**config.mk**
```make
export PLATFORM = sky130hd
export DESIGN_NAME = barrel_issue_sched
export DESIGN_NICKNAME = d
export VERILOG_FILES = /design/src/rtl/sched_pkg.sv /design/src/rtl/sched_elig.sv /design/src/rtl/sched_rr_arb.sv /design/src/rtl/sched_inflight.sv /design/src/rtl/barrel_issue_sched.sv
export SDC_FILE = /design/constraint.sdc
export NUM_CORES = 1
export LEC_CHECK = 0
export ABC_AREA = 1
export BUFFER_PORTS_ARGS = -buffer_cell sky130_fd_sc_hd__buf_2
export CAP_MARGIN = 15
export CORE_MARGIN = 5
export CORE_UTILIZATION = 39
export CTS_BUF_LIST = sky130_fd_sc_hd__clkbuf_8
export DETAILED_ROUTE_END_ITERATION = 6
export GPL_ROUTABILITY_DRIVEN = 0
export PLACE_DENSITY = 0.7
export SETUP_SLACK_MARGIN = 0.2
export SLEW_MARGIN = 15
export SYNTH_ARGS = -nofsm -noshare
export SYNTH_HDL_FRONTEND = slang
export SYNTH_SLANG_ARGS = --single-unit
```
**constraint.sdc**
```tcl
create_clock -name clk -period 3.3 [get_ports clk]
set_input_delay 0.165 -clock clk [delete_from_list [all_inputs] [get_ports clk]]
set_output_delay 0.165 -clock clk [all_outputs]
set_load 0.005 [all_outputs]
```
**src/rtl/sched_pkg.sv**
```systemverilog
package sched_pkg;

    localparam int unsigned DEF_THREADS    = 8;
    localparam int unsigned DEF_PIPE_DEPTH = 4;

    // Width of a thread index for a given thread count.
    function automatic int unsigned tid_width(input int unsigned n);
        return (n > 1) ? $clog2(n) : 1;
    endfunction

    // Cyclic index: (base + off) modulo n.
    function automatic int unsigned wrap_idx(input int unsigned base,
                                             input int unsigned off,
                                             input int unsigned n);
        return (base + off) % n;
    endfunction

endpackage

```
**src/rtl/sched_elig.sv**
```systemverilog
module sched_elig
    import sched_pkg::*;
#(
    parameter int unsigned THREADS = DEF_THREADS
) (
    input  logic               clk,
    input  logic               rst,
    input  logic [THREADS-1:0] active,
    input  logic [THREADS-1:0] ready,
    input  logic [THREADS-1:0] busy,
    output logic [THREADS-1:0] elig
);

    always_comb begin
        for (int t = 0; t < THREADS; t++) begin
            elig[t] = active[t] & ready[t] & ~busy[t];
        end
    end

    // no thread that is busy in the pipeline is ever offered
    assert_busy_excluded_R2: assert property (@(posedge clk) disable iff (rst)
        (elig & busy) == '0);

endmodule

```
**src/rtl/sched_rr_arb.sv**
```systemverilog
module sched_rr_arb
    import sched_pkg::*;
#(
    parameter int unsigned THREADS = DEF_THREADS,
    localparam int unsigned TID_W  = tid_width(THREADS)
) (
    input  logic               clk,
    input  logic               rst,
    input  logic [THREADS-1:0] elig,
    output logic               grant_vld,
    output logic [TID_W-1:0]   grant_tid
);

    typedef struct packed {
        logic             found;
        logic [TID_W-1:0] tid;
    } pick_t;

    logic [TID_W-1:0] ptr_q;
    pick_t            pick;

    // Scan from the highest offset down, so that the lowest offset wins.
    always_comb begin
        pick = '0;
        for (int i = THREADS - 1; i >= 0; i--) begin
            int unsigned idx;
            idx = wrap_idx(int'(ptr_q), i, THREADS);
            if (elig[idx]) begin
                pick.found = 1'b1;
                pick.tid   = TID_W'(idx);
            end
        end
    end

    assign grant_vld = pick.found & ~rst;
    assign grant_tid = grant_vld ? pick.tid : '0;

    always_ff @(posedge clk) begin
        if (rst) begin
            ptr_q <= '0;
        end else if (grant_vld) begin
            ptr_q <= TID_W'(wrap_idx(int'(grant_tid), 1, THREADS));
        end
    end

    // the thread under the pointer wins whenever it is eligible
    assert_ptr_priority_R4: assert property (@(posedge clk) disable iff (rst)
        elig[ptr_q] |-> (grant_vld && grant_tid == ptr_q));

    // after an issue, the pointer moves past the issued thread
    assert_ptr_advance_R4: assert property (@(posedge clk) disable iff (rst)
        grant_vld |=> (ptr_q == TID_W'(wrap_idx(int'($past(grant_tid)), 1, THREADS))));

    // idle cycles leave the pointer untouched
    assert_ptr_hold_R8: assert property (@(posedge clk) disable iff (rst)
        !grant_vld |=> $stable(ptr_q));

    // the pointer stays inside the thread range
    assert_ptr_range_R4: assert property (@(posedge clk) disable iff (rst)
        int'(ptr_q) < THREADS);

endmodule

```
**src/rtl/sched_inflight.sv**
```systemverilog
module sched_inflight
    import sched_pkg::*;
#(
    parameter int unsigned THREADS    = DEF_THREADS,
    parameter int unsigned PIPE_DEPTH = DEF_PIPE_DEPTH,
    localparam int unsigned TID_W     = tid_width(THREADS),
    localparam int unsigned SLOTS     = (PIPE_DEPTH > 1) ? PIPE_DEPTH - 1 : 1
) (
    input  logic               clk,
    input  logic               rst,
    input  logic               issue_vld,
    input  logic [TID_W-1:0]   issue_tid,
    output logic [THREADS-1:0] busy
);

    typedef struct packed {
        logic             vld;
        logic [TID_W-1:0] tid;
    } slot_t;

    slot_t stage_q [SLOTS];

    generate
        if (PIPE_DEPTH > 1) begin : g_track
            for (genvar s = 0; s < SLOTS; s++) begin : g_stage
                always_ff @(posedge clk) begin
                    if (rst) begin
                        stage_q[s] <= '0;
                    end else if (s == 0) begin
                        stage_q[s] <= '{vld: issue_vld, tid: issue_tid};
                    end else begin
                        stage_q[s] <= stage_q[(s > 0) ? s - 1 : 0];
                    end
                end
            end

            always_comb begin
                busy = '0;
                for (int s = 0; s < SLOTS; s++) begin
                    if (stage_q[s].vld) begin
                        busy[stage_q[s].tid] = 1'b1;
                    end
                end
            end
        end else begin : g_none
            always_ff @(posedge clk) begin
                stage_q[0] <= '0;
            end
            assign busy = '0;
        end
    endgenerate

    // an issuing thread has nothing in flight
    assert_single_in_flight_R3: assert property (@(posedge clk) disable iff (rst)
        issue_vld |-> !busy[issue_tid]);

    // the issued thread is marked in flight on the next cycle
    assert_mark_after_issue_R10: assert property (@(posedge clk) disable iff (rst)
        (issue_vld && PIPE_DEPTH > 1) |=> busy[$past(issue_tid)]);

    // at most one thread per post-issue stage
    assert_busy_bound_R10: assert property (@(posedge clk) disable iff (rst)
        $countones(busy) <= SLOTS);

endmodule

```
**src/rtl/barrel_issue_sched.sv**
```systemverilog
module barrel_issue_sched
    import sched_pkg::*;
#(
    parameter int unsigned THREADS    = DEF_THREADS,
    parameter int unsigned PIPE_DEPTH = DEF_PIPE_DEPTH,
    localparam int unsigned TID_W     = tid_width(THREADS)
) (
    input  logic               clk,
    input  logic               rst,
    input  logic [THREADS-1:0] thread_active,
    input  logic [THREADS-1:0] thread_ready,
    output logic               issue_valid,
    output logic [TID_W-1:0]   issue_tid,
    output logic [THREADS-1:0] inflight_mask
);

    logic [THREADS-1:0] busy;
    logic [THREADS-1:0] elig;

    sched_elig #(.THREADS(THREADS)) u_elig (
        .clk    (clk),
        .rst    (rst),
        .active (thread_active),
        .ready  (thread_ready),
        .busy   (busy),
        .elig   (elig)
    );

    sched_rr_arb #(.THREADS(THREADS)) u_arb (
        .clk       (clk),
        .rst       (rst),
        .elig      (elig),
        .grant_vld (issue_valid),
        .grant_tid (issue_tid)
    );

    sched_inflight #(.THREADS(THREADS), .PIPE_DEPTH(PIPE_DEPTH)) u_track (
        .clk       (clk),
        .rst       (rst),
        .issue_vld (issue_valid),
        .issue_tid (issue_tid),
        .busy      (busy)
    );

    assign inflight_mask = busy;

    // only active and ready threads issue
    assert_issue_allowed_R2: assert property (@(posedge clk) disable iff (rst)
        issue_valid |-> (thread_active[issue_tid] && thread_ready[issue_tid]));

    // no slot is wasted while some thread could use it
    assert_work_conserving_R7: assert property (@(posedge clk) disable iff (rst)
        ((thread_active & thread_ready & ~inflight_mask) != '0) |-> issue_valid);

    // the index reads zero in idle cycles
    assert_idle_tid_zero_R8: assert property (@(posedge clk) disable iff (rst)
        !issue_valid |-> (issue_tid == '0));

    // reset clears the in-flight record
    assert_reset_clear_R1: assert property (@(posedge clk)
        $past(rst) |-> (inflight_mask == '0));

endmodule

```
**Word-level counts from Yosys, hierarchy flattened**

Memories as Yosys holds them, arrays and structs flattened.
Index checks and enable logic that the tools add are counted.

- Flip-flop bits (word level): 3
- Bits in writable memories: 12
- Output and inout port bits: 12
- Word-level logic and storage cells: 98
- Memories kept: 1

Memories:

| name | words | width | read ports | clocked after Yosys merged registers in | write ports | RTL line | source |
|---|---|---|---|---|---|---|---|
| u_track.stage_q | 3 | 4 | 3 | 0 | 3 | sched_inflight.sv:21 | `slot_t stage_q [SLOTS];` |

- Add/sub/neg operators: 8
- Order comparisons: 14
- Multiplexer cells: 40
- Bitwise gates (word level): 31
- Reduce and logical (&&, ||, !) cells: 3

Operators with widths:

| kind | number |
|---|---|
| less-than comparator 3 x 4 -> 1 bit, second input constant | 11 |
| 2-to-1 mux 4 bit | 11 |
| binary-select mux 1 bit (select 3 bit) | 8 |
| 2-to-1 mux 8 bit | 3 |
| AND 1 bit | 17 |
| bitwise OR 8 bit | 2 |
| 2-to-1 mux 1 bit | 14 |
| adder 3 bit, second input constant | 4 |
| demux 1 bit (select 3 bit) | 3 |
| greater-or-equal comparator 3 x 1 -> 1 bit, second input constant | 3 |
| inverter 1 bit | 9 |
| adder 3 x 1 -> 3 bit, second input constant | 2 |
| adder 3 x 2 -> 3 bit, second input constant | 2 |
| logical AND 1 bit | 3 |
| 2-to-1 mux 3 bit | 1 |
| bitwise OR 1 bit | 3 |

**Longest topological paths before layout**

Gate-level depths: netlist of the first run.

- Depth in word-level cells: 24
- Mapped depth: 23
- Gate-level depth less buffers: 23

**By module**

A second synthesis of the first run with hierarchy kept.

- Cell total of the unflattened synthesis: 257
- Area, all modules: 1597.8 µm²

By module, submodules not included:

| module | times used | cells an instance | area each (µm²) | seq. area each (µm²) |
|---|---|---|---|---|
| sched_rr_arb | 1 | 159 | 959.7 | 60.1 |
| sched_inflight | 1 | 82 | 558.0 | 240.2 |
| sched_elig | 1 | 16 | 80.1 | 0.0 |

**Least setup slack after synthesis of the first run**

Ideal clock, no wire load.

- Path type: reg-to-reg
- Start point: reg u_arb.ptr_q[1]
- End point: reg u_arb.ptr_q[1]
- Setup time: 121 ps
- Arrival time: 2540 ps
- Required time: 3179 ps
- Slack: 639 ps
- Stages on the path, launching flop included: 17
- Path buffers: 1
- Clock period less this slack: 2661 ps
- Path through: dfxtp_1 > buf_2 > clkinv_1 > ha_1 > inv_1 > nand3_1 > nand3_1 > nand3_2 > nor2_2 > nand2_4 > nor2_8 > nor2_8 > o21ai_1 > a21oi_1 > ha_1 > o21ai_0 > a21oi_1

- Longest elaborated chain between the ends: 14

RTL lines:

| item | RTL line | source |
|---|---|---|
| start: declaration | sched_rr_arb.sv:19 | `logic [TID_W-1:0] ptr_q;` |
| start signal: assignment | sched_rr_arb.sv:42 | `ptr_q <= TID_W'(wrap_idx(int'(grant_tid), 1, THREADS));` |
| adder 3 bit | sched_pkg.sv:15 | `return (base + off) % n;` |
| binary-select mux 1 bit (select 3 bit) | sched_rr_arb.sv:28 | `if (elig[idx]) begin` |
| 2-to-1 mux 1 bit (not written as such) | sched_rr_arb.sv:28 |  |
| 2-to-1 mux 4 bit (7 in series) | sched_rr_arb.sv:28 |  |
| 2-to-1 mux 4 bit * | sched_rr_arb.sv:28 |  |
| AND 1 bit * | sched_rr_arb.sv:35 | `assign grant_vld = pick.found & ~rst;` |
| via issue_valid | barrel_issue_sched.sv:12 | `output logic issue_valid,` |
| 2-to-1 mux 3 bit * | sched_rr_arb.sv:36 | `assign grant_tid = grant_vld ? pick.tid : '0;` |
| via issue_tid[1] | barrel_issue_sched.sv:13 | `output logic [TID_W-1:0] issue_tid,` |
| adder 3 x 1 -> 3 bit * | sched_pkg.sv:15 |  |

The timed path passes the listed nets; every way through them passes the cells marked *. The select of a mux whose other input is x is not followed.
A chain may end at the register's enable or synchronous reset.

**Worst setup path after layout of the first run**

- Start point: reg u_arb.ptr_q[1]
- End point: reg u_arb.ptr_q[1]

- Longest elaborated chain between the ends: 14

RTL lines:

| item | RTL line |
|---|---|
| adder 3 bit | sched_pkg.sv:15 |
| binary-select mux 1 bit (select 3 bit) | sched_rr_arb.sv:28 |
| 2-to-1 mux 1 bit (not written as such) | sched_rr_arb.sv:28 |
| 2-to-1 mux 4 bit (7 in series) | sched_rr_arb.sv:28 |
| 2-to-1 mux 4 bit * | sched_rr_arb.sv:28 |
| AND 1 bit | sched_rr_arb.sv:35 |
| 2-to-1 mux 3 bit | sched_rr_arb.sv:36 |
| adder 3 x 1 -> 3 bit | sched_pkg.sv:15 |

Mark *: on every way between the ends. The rest lies on a longest branch, timed or not. The select of a mux whose other input is x is not followed.

==> out/results.ini, run 1 <==
[timing]
fmax_ghz=0.360
setup_violations=0
finalCritPeriodShare_pct=84.2
setup_tns_ps=0
period_needed_ps=2780
drv_slew=0
finalHoldViolCount=0
skew_ps=1.99
slew_headroom_pct=77.6
worst_slew_pin_slew_ps=336
rsz0062_at_grt=false

[worst_setup_path]
cp.required_ps=3440
crit_type=register to register
crit_arrival_ps=2920
r2r_setup_slack_ps=520
path_max_fanout=8
worst_setup_path_start_kind=register
cp-end-kind=register

[logic_synthesis]
yosysMostFrequentCell=nand2_1
synth_cells=257
synthTopCellsByCount=52 x nand2_1, 45 x nand3_1, 36 x inv_1
ys.flop_type=dfxtp_1
synth-xor-area-share_pct=1.68
synth_top_cell_area_share_pct=19.2
synth_area_leaders=dfxtp_1 19%, nand3_1 14%, nand2_1 12%, inv_1 8.6%, nand4_1 6.0%
yosysWarningCount=0
synth-seq-cells=15
synthAdderAreaFrac_pct=2.39
synth_area_per_cell_um2=6.10
synth_edf_count=0
synthMuxAreaShare_pct=0
synth_top_family_by_area=simple AND/OR/NAND/NOR gates
synth_area_um2=1570
yosysTopAreaCell=dfxtp_1
syn-num-nets=278
synth-async-reset-ratio_pct=0
yosysSeqAreaShare_pct=19.2
synth_cell_types=27
yosys.area_share.simple_pct=58.9
synth_compound_area_share_pct=5.35

[floorplan]
rows=23
die_h_um=73.4
die_x_um=73.4
die-area_um2=5390
ios=30
initial_core_util_pct=39.8
core_um2=3940

[placement]
port-buffer-count=29
dp.cells=333
place.detailed.hpwl_um=3480

[routing]
vias_per_cell=4.98
route.detailed.wl_per_inst_um=12.0
drc=0
ant_nets=0
routed_wirelength_um=4050
drt_pass1_iterations=4
drt_iter0_drc=111
vias=1677

[clock_tree]
cts-buffers-inserted=3
clockBufferDepth=2
worst_skew_pair.late_latency_ps=250
clkTransAtPathRegs_ps=60
cts_htree_levels=1
cts_sinks=15
cts_root_buf=clkbuf_8
cts_tree=built
cts_setup_buffers=0

[final_layout]
finalNonFillerCells=337
antenna_cells=0
nets=309
syn_to_final_growth_pct=16.0
layout-drive-gt1-share_pct=27.2

[global_routing]
grt_pass1_vias=1556
grt_usage_pct=16.4
antenna_found_initial=0
grt_pass1_wl_um=6980
grt_overflow=0
grt_max_degree=13

[power_and_ir_drop]
peakVddDrop_mv=0.535
power-per-cell-area_nw_per_um2=1040
p_leak_nw=1.02
p_switching_w=0.00106
p_int_w=0.000828
switching_share_pct=56.2
power_frac_clock_pct=8.1
p_comb_share_pct=77.1
power_frac_seq_pct=14.8

[outcome]
run_status=finished, final reports clean

[worst_hold_path]
min_path_type=input port to register

[run]
maxCapViolCount=0

==> flip-flops by register name, indices dropped and copies added, names as in the netlist <==
name             flops
u_arb.ptr_q          3
u_track.stage_q     12
==> area by class of cell <==
cell class / instances / area (um2)
Fill cell: 426 / 2120
Sequential cell: 15 / 300
Clock inverter: 1 / 7.51
Multi-Input combinational cell: 192 / 1070
Clock buffer: 3 / 41.3
Timing Repair Buffer: 32 / 168
Tap cell: 50 / 62.6
Inverter: 44 / 165
==> final timing paths <==
kind / from / end / cells past startpoint
worst max-delay path: u_arb.ptr_q[1] / u_arb.ptr_q[1] / 17
worst max register to register: u_arb.ptr_q[1] / u_arb.ptr_q[1] / 17
worst min register to register: u_track.stage_q[0][3] / u_track.stage_q[1][3] / 2
worst min-delay path: rst / u_track.stage_q[1][2] / 2
==> logic make-up (layout without fill, tap and decap cells) <==
| family | after synthesis | count (layout) |
|---|---|---|
| compound gates | 16 | 16 |
| xor+xnor | 3 | 3 |
| fa+ha+maj | 3 | 3 |
| buf+inv | 50 | 80 |
| flops | 15 | 15 |
| simple gates | 170 | 170 |
==> stage by stage <==
step	power (W)	instance area, um2	worst slack, ps	hold slack (ps)	utilization (%)
floorplan	0.00142	1570	639	325	-
global placement	0.00171	1770	595	451	44.8
detailed placement	0.00173	1770	500	457	44.8
CTS	0.00189	1820	485	287	46.0
global route	0.00210	1820	205	300	46.1
finish	0.00189	1820	521	287	46.1
==> power by group through the flow <==
stage / sequential (W) / clock (W) / combinational [W]
2_1_floorplan: 0.000266 / 0 / 0.00116
3_3_place_gp: 0.000282 / 0 / 0.00143
3_5_place_dp: 0.000283 / 0 / 0.00145
4_1_cts: 0.000279 / 0.000155 / 0.00146
5_1_grt: 0.000287 / 0.000166 / 0.00165
6_report: 0.000280 / 0.000153 / 0.00146
==> cells in the final DEF (no fill, tap or decap), types with 2 or more instances in the layout <==
master | netlist | routed
nand3_2 | 6 | 6
buf_4 | 1 | 3
nand2_1 | 52 | 52
nor2_4 | 2 | 2
inv_2 | 7 | 7
nor2_2 | 9 | 9
nand3_1 | 45 | 45
nor2_8 | 2 | 2
nand2_4 | 2 | 2
nand2_2 | 6 | 6
o21ai_0 | 3 | 3
ha_1 | 3 | 2
clkbuf_8 | 0 | 3
xnor2_1 | 2 | 2
dfxtp_1 | 15 | 15
inv_1 | 36 | 36
buf_2 | 4 | 29
a21oi_1 | 11 | 11
nor2_1 | 25 | 25
nand4_2 | 4 | 4
nand4_1 | 15 | 15
==> routing by layer <==
layer	share of wire, %	track usage, %
met2	44	26.1
met4	1.1	3.82
met3	6.8	2.60
met5	0	0
met1	48	23.0
==> timing repair <==
| action | 4_1_cts | 5_1_grt |
|---|---|---|
| hold buffers | 0 | 0 |
| resized for setup | 0 | 1 |
| setup endpoints to repair | 0 | 1 |
==> worst max-delay path, stage by stage, from the launching register on <==
cell and delay, ps:
dfxtp_1 330, clkinv_1 210, ha_2 460, inv_1 130, nand3_1 150, nand3_1 130
nand2_2 140, nand3_1 90, nand2_1 80, nand2_1 40, nand2_1 50, nand2_1 40
nand2_1 50, nand2_1 70, a21oi_1 210, ha_1 270, o21ai_0 170, a21oi_1 50
Note: power is estimated with default switching activity, not from simulation.
==> run 2, diff against run 1 <==
--- a/config.mk
+++ b/config.mk
@@ -5,7 +5,7 @@
 export SDC_FILE = /design/constraint.sdc
 export NUM_CORES = 1
 export LEC_CHECK = 0
-export ABC_AREA = 1
+export ABC_AREA = 0
 export BUFFER_PORTS_ARGS = -buffer_cell sky130_fd_sc_hd__buf_2
 export CAP_MARGIN = 15
 export CORE_MARGIN = 5
@@ -13,7 +13,7 @@
 export CTS_BUF_LIST = sky130_fd_sc_hd__clkbuf_8
 export DETAILED_ROUTE_END_ITERATION = 6
 export GPL_ROUTABILITY_DRIVEN = 0
-export PLACE_DENSITY = 0.7
+export PLACE_DENSITY = 0.68
 export SETUP_SLACK_MARGIN = 0.2
 export SLEW_MARGIN = 15
 export SYNTH_ARGS = -nofsm -noshare
==> constraint.sdc (replaced) <==
create_clock -name clk -period 2.6 [get_ports clk]
set_input_delay 0.13 -clock clk [delete_from_list [all_inputs] [get_ports clk]]
set_output_delay 0.13 -clock clk [all_outputs]
set_load 0.005 [all_outputs]
==> out/results.ini, run 2 <==
[outcome]
run_status=complete, but fails checks
violations=negative setup slack

[global_routing]
grt_max_degree=18  ; +5
grt_usage_pct=21.9  ; +5.6 points
grt_pass1_wl_um=11400  ; +64%
antenna_found_initial=0  ; unchanged
grt_pass1_vias=2424  ; +56%
grt_overflow=0  ; unchanged

[clock_tree]
cts_htree_levels=1  ; unchanged
worst_skew_pair.late_latency_ps=250  ; about the same
cts-buffers-inserted=3  ; unchanged
cts_root_buf=clkbuf_8
clockBufferDepth=2  ; unchanged
cts_tree=built
clkTransAtPathRegs_ps=60  ; about the same
cts_sinks=15  ; unchanged

[logic_synthesis]
yosysSeqAreaShare_pct=14.6  ; -4.6 points
yosysWarningCount=0  ; unchanged
synth_area_per_cell_um2=9.16  ; +50%
synth-async-reset-ratio_pct=0  ; unchanged
synth_area_leaders=dfxtp_1 15%, mux4_2 9.8%, mux2i_1 5.3%, mux4_1 5.1%, nor2_1 3.8%
synthTopCellsByCount=21 x nor2_1, 15 x dfxtp_1, 11 x mux2i_1, 11 x nand2_1, 10 x a21oi_1
synth_area_um2=2060  ; +31%
ys.flop_type=dfxtp_1
yosysMostFrequentCell=nor2_1
synth-seq-cells=15  ; unchanged
synth_cell_types=64  ; +140%
synth_top_cell_area_share_pct=14.6  ; -4.6 points
synth_edf_count=0  ; unchanged
yosysTopAreaCell=dfxtp_1
synth_cells=225  ; -12%
syn-num-nets=246  ; -12%

[final_layout]
antenna_cells=0  ; unchanged
syn_to_final_growth_pct=60.0
layout-drive-gt1-share_pct=60.1  ; +33 points
final_common_cell=buf_4
largest_reg_flops=12  ; unchanged
reg_top3=u_track.stage_q x12, u_arb.ptr_q x3
final_area_um2=3300  ; +81%
regArea_um2=325  ; +8.3%
layout_common_cells=102 x buf_4, 28 x buf_2, 20 x nor2_1
nets=378  ; +22%
fill_cells=374  ; -12%
postLayoutCoreUtil_pct=64.6  ; +18 points
multi_input_area_um2=1800  ; +68%
regMostFlops=u_track.stage_q
finalNonFillerCells=426  ; +26%

[power_and_ir_drop]
peakVddDrop_mv=1.00  ; +87%
p_leak_nw=1.51  ; +49%
fin_total_pwr_w=0.00377  ; +100%
power-per-cell-area_nw_per_um2=1140  ; +10%

[worst_setup_path]
worst_setup_path_start_kind=register
crit_type=register to register
crit_slowest_cell=or4_1
critical-path-top-delay-family=simple AND/OR/NAND/NOR gates
path_max_fanout=7  ; -1
path_depth=13  ; -4
crit_arrival_ps=3610  ; +690 ps
slowest_delay_ps=550  ; +90 ps
startpoint=u_track.stage_q[0][0]
ff2ff_path_depth=13  ; -4
r2r-end=u_arb.ptr_q[2]
worstPathCellList=buf_4, and4b_1, or4_1, mux2i_2, mux4_2, nor2_1, a41o_1, or4_4, nand3_4, a21oi_4, ha_4, a211o_1, a31oi_1
worstReg2RegStart=u_track.stage_q[0][0]
r2r_setup_slack_ps=-850  ; -1370 ps
cp-end-kind=register
cp.required_ps=2770  ; -670 ps
critPathBufInv=1  ; -1
crit_path_end=u_arb.ptr_q[2]

[timing]
rsz0062_at_grt=true
fin_ws_ps=-845  ; -1370 ps
slew_headroom_pct=70.4  ; -7.2 points
finalHoldViolCount=0  ; unchanged
skew_ps=3.13  ; +1.13 ps
finalCritPeriodShare_pct=133  ; +48 points
setup_tns_ps=-6840  ; -6840 ps
period_needed_ps=3450  ; +666 ps
setup_violations=11  ; +11
fmax_ghz=0.290  ; -19%
drv_slew=0  ; unchanged
worst_slew_pin_slew_ps=444  ; +108 ps

[routing]
vias_per_cell=5.94  ; +19%
route.detailed.wl_per_inst_um=17.1  ; +42%
drt_iter0_drc=370  ; +230%
drt_pass1_iterations=5  ; +1
vias=2530  ; +51%
ant_nets=0  ; unchanged
drc=0  ; unchanged
routed_wirelength_um=7270  ; +80%

[run]
maxCapViolCount=0  ; unchanged

[floorplan]
ios=30  ; unchanged
die_x_um=82.7  ; +13%
rows=26  ; +13%
initial_core_util_pct=40.3  ; +0.58 points
die-area_um2=6840  ; +27%
die_h_um=82.7  ; +13%
core_um2=5110  ; +30%

[placement]
dpl_cell_area_um2=3000  ; +70%
port-buffer-count=29  ; unchanged
dp.cells=411  ; +23%
place.detailed.hpwl_um=5420  ; +56%

[worst_hold_path]
min_path_type=input port to register

## run 2: where the power goes
part | internal, W | switching, W | total, W | leakage [nW]
clock | 0.000104 | 0.0000771 | 0.000182 | 0.0269
combinational | 0.00172 | 0.00148 | 0.00320 | 1.35
sequential | 0.000305 | 0.0000809 | 0.000386 | 0.129
total | 0.00213 | 0.00164 | 0.00377 | 1.51
## run 2: cells by family after synthesis
| logic type | Yosys count | synth area share [%] |
|---|---|---|
| simple gates | 111 | 35.3 |
| compound gates | 47 | 17.5 |
| mux | 28 | 22.8 |
| buf+inv | 19 | 7.23 |
| flops | 15 | 14.6 |
| fa+ha+maj | 3 | 1.82 |
| xor+xnor | 2 | 0.850 |
## run 2: what timing repair did
| action | CTS | global route |
|---|---|---|
| hold endpoints to repair | 0 | 0 |
| pin swaps | 15 | 3 |
| setup buffers | 8 | 3 |
| setup endpoints to repair | 11 | 11 |
| resized for setup | 27 | 15 |
| cloned | 0 | 0 |
| hold buffers | 0 | 0 |
## run 2: area by class of cell
type                            instances  area share [%]
Clock buffer                            3            1.25
Clock inverter                          1           0.114
Inverter                                7           0.910
Multi-Input combinational cell        191            54.7
Sequential cell                        15            9.86
Tap cell                               70            2.66
Timing Repair Buffer                  139            30.5
## run 2: worst min path at each step
stage	startpoint	to	slack, ps	cells past startpoint
CTS	rst	u_arb.ptr_q[1]	210	2
floorplan	rst	u_track.stage_q[2][1]	200	1
global route	rst	u_arb.ptr_q[1]	230	2
detailed placement	rst	u_arb.ptr_q[1]	470	2
finish	rst	u_arb.ptr_q[1]	200	2
global placement	rst	u_track.stage_q[1][3]	460	2
## run 2: routing by layer
layer	vias to the layer above	share of wire (%)	GRT usage, %
li1	1183	-	-
met1	1196	40	27.2
met2	126	49	37.6
met3	25	7.1	2.49
met4	0	3.4	10.3
met5	-	0	0
## run 2: through the flow
step / hold WS [ps] / setup slack, ps
floorplan: 202 / -765
global placement: 458 / -780
detailed placement: 469 / -826
CTS: 209 / -757
global route: 225 / -920
finish: 198 / -845
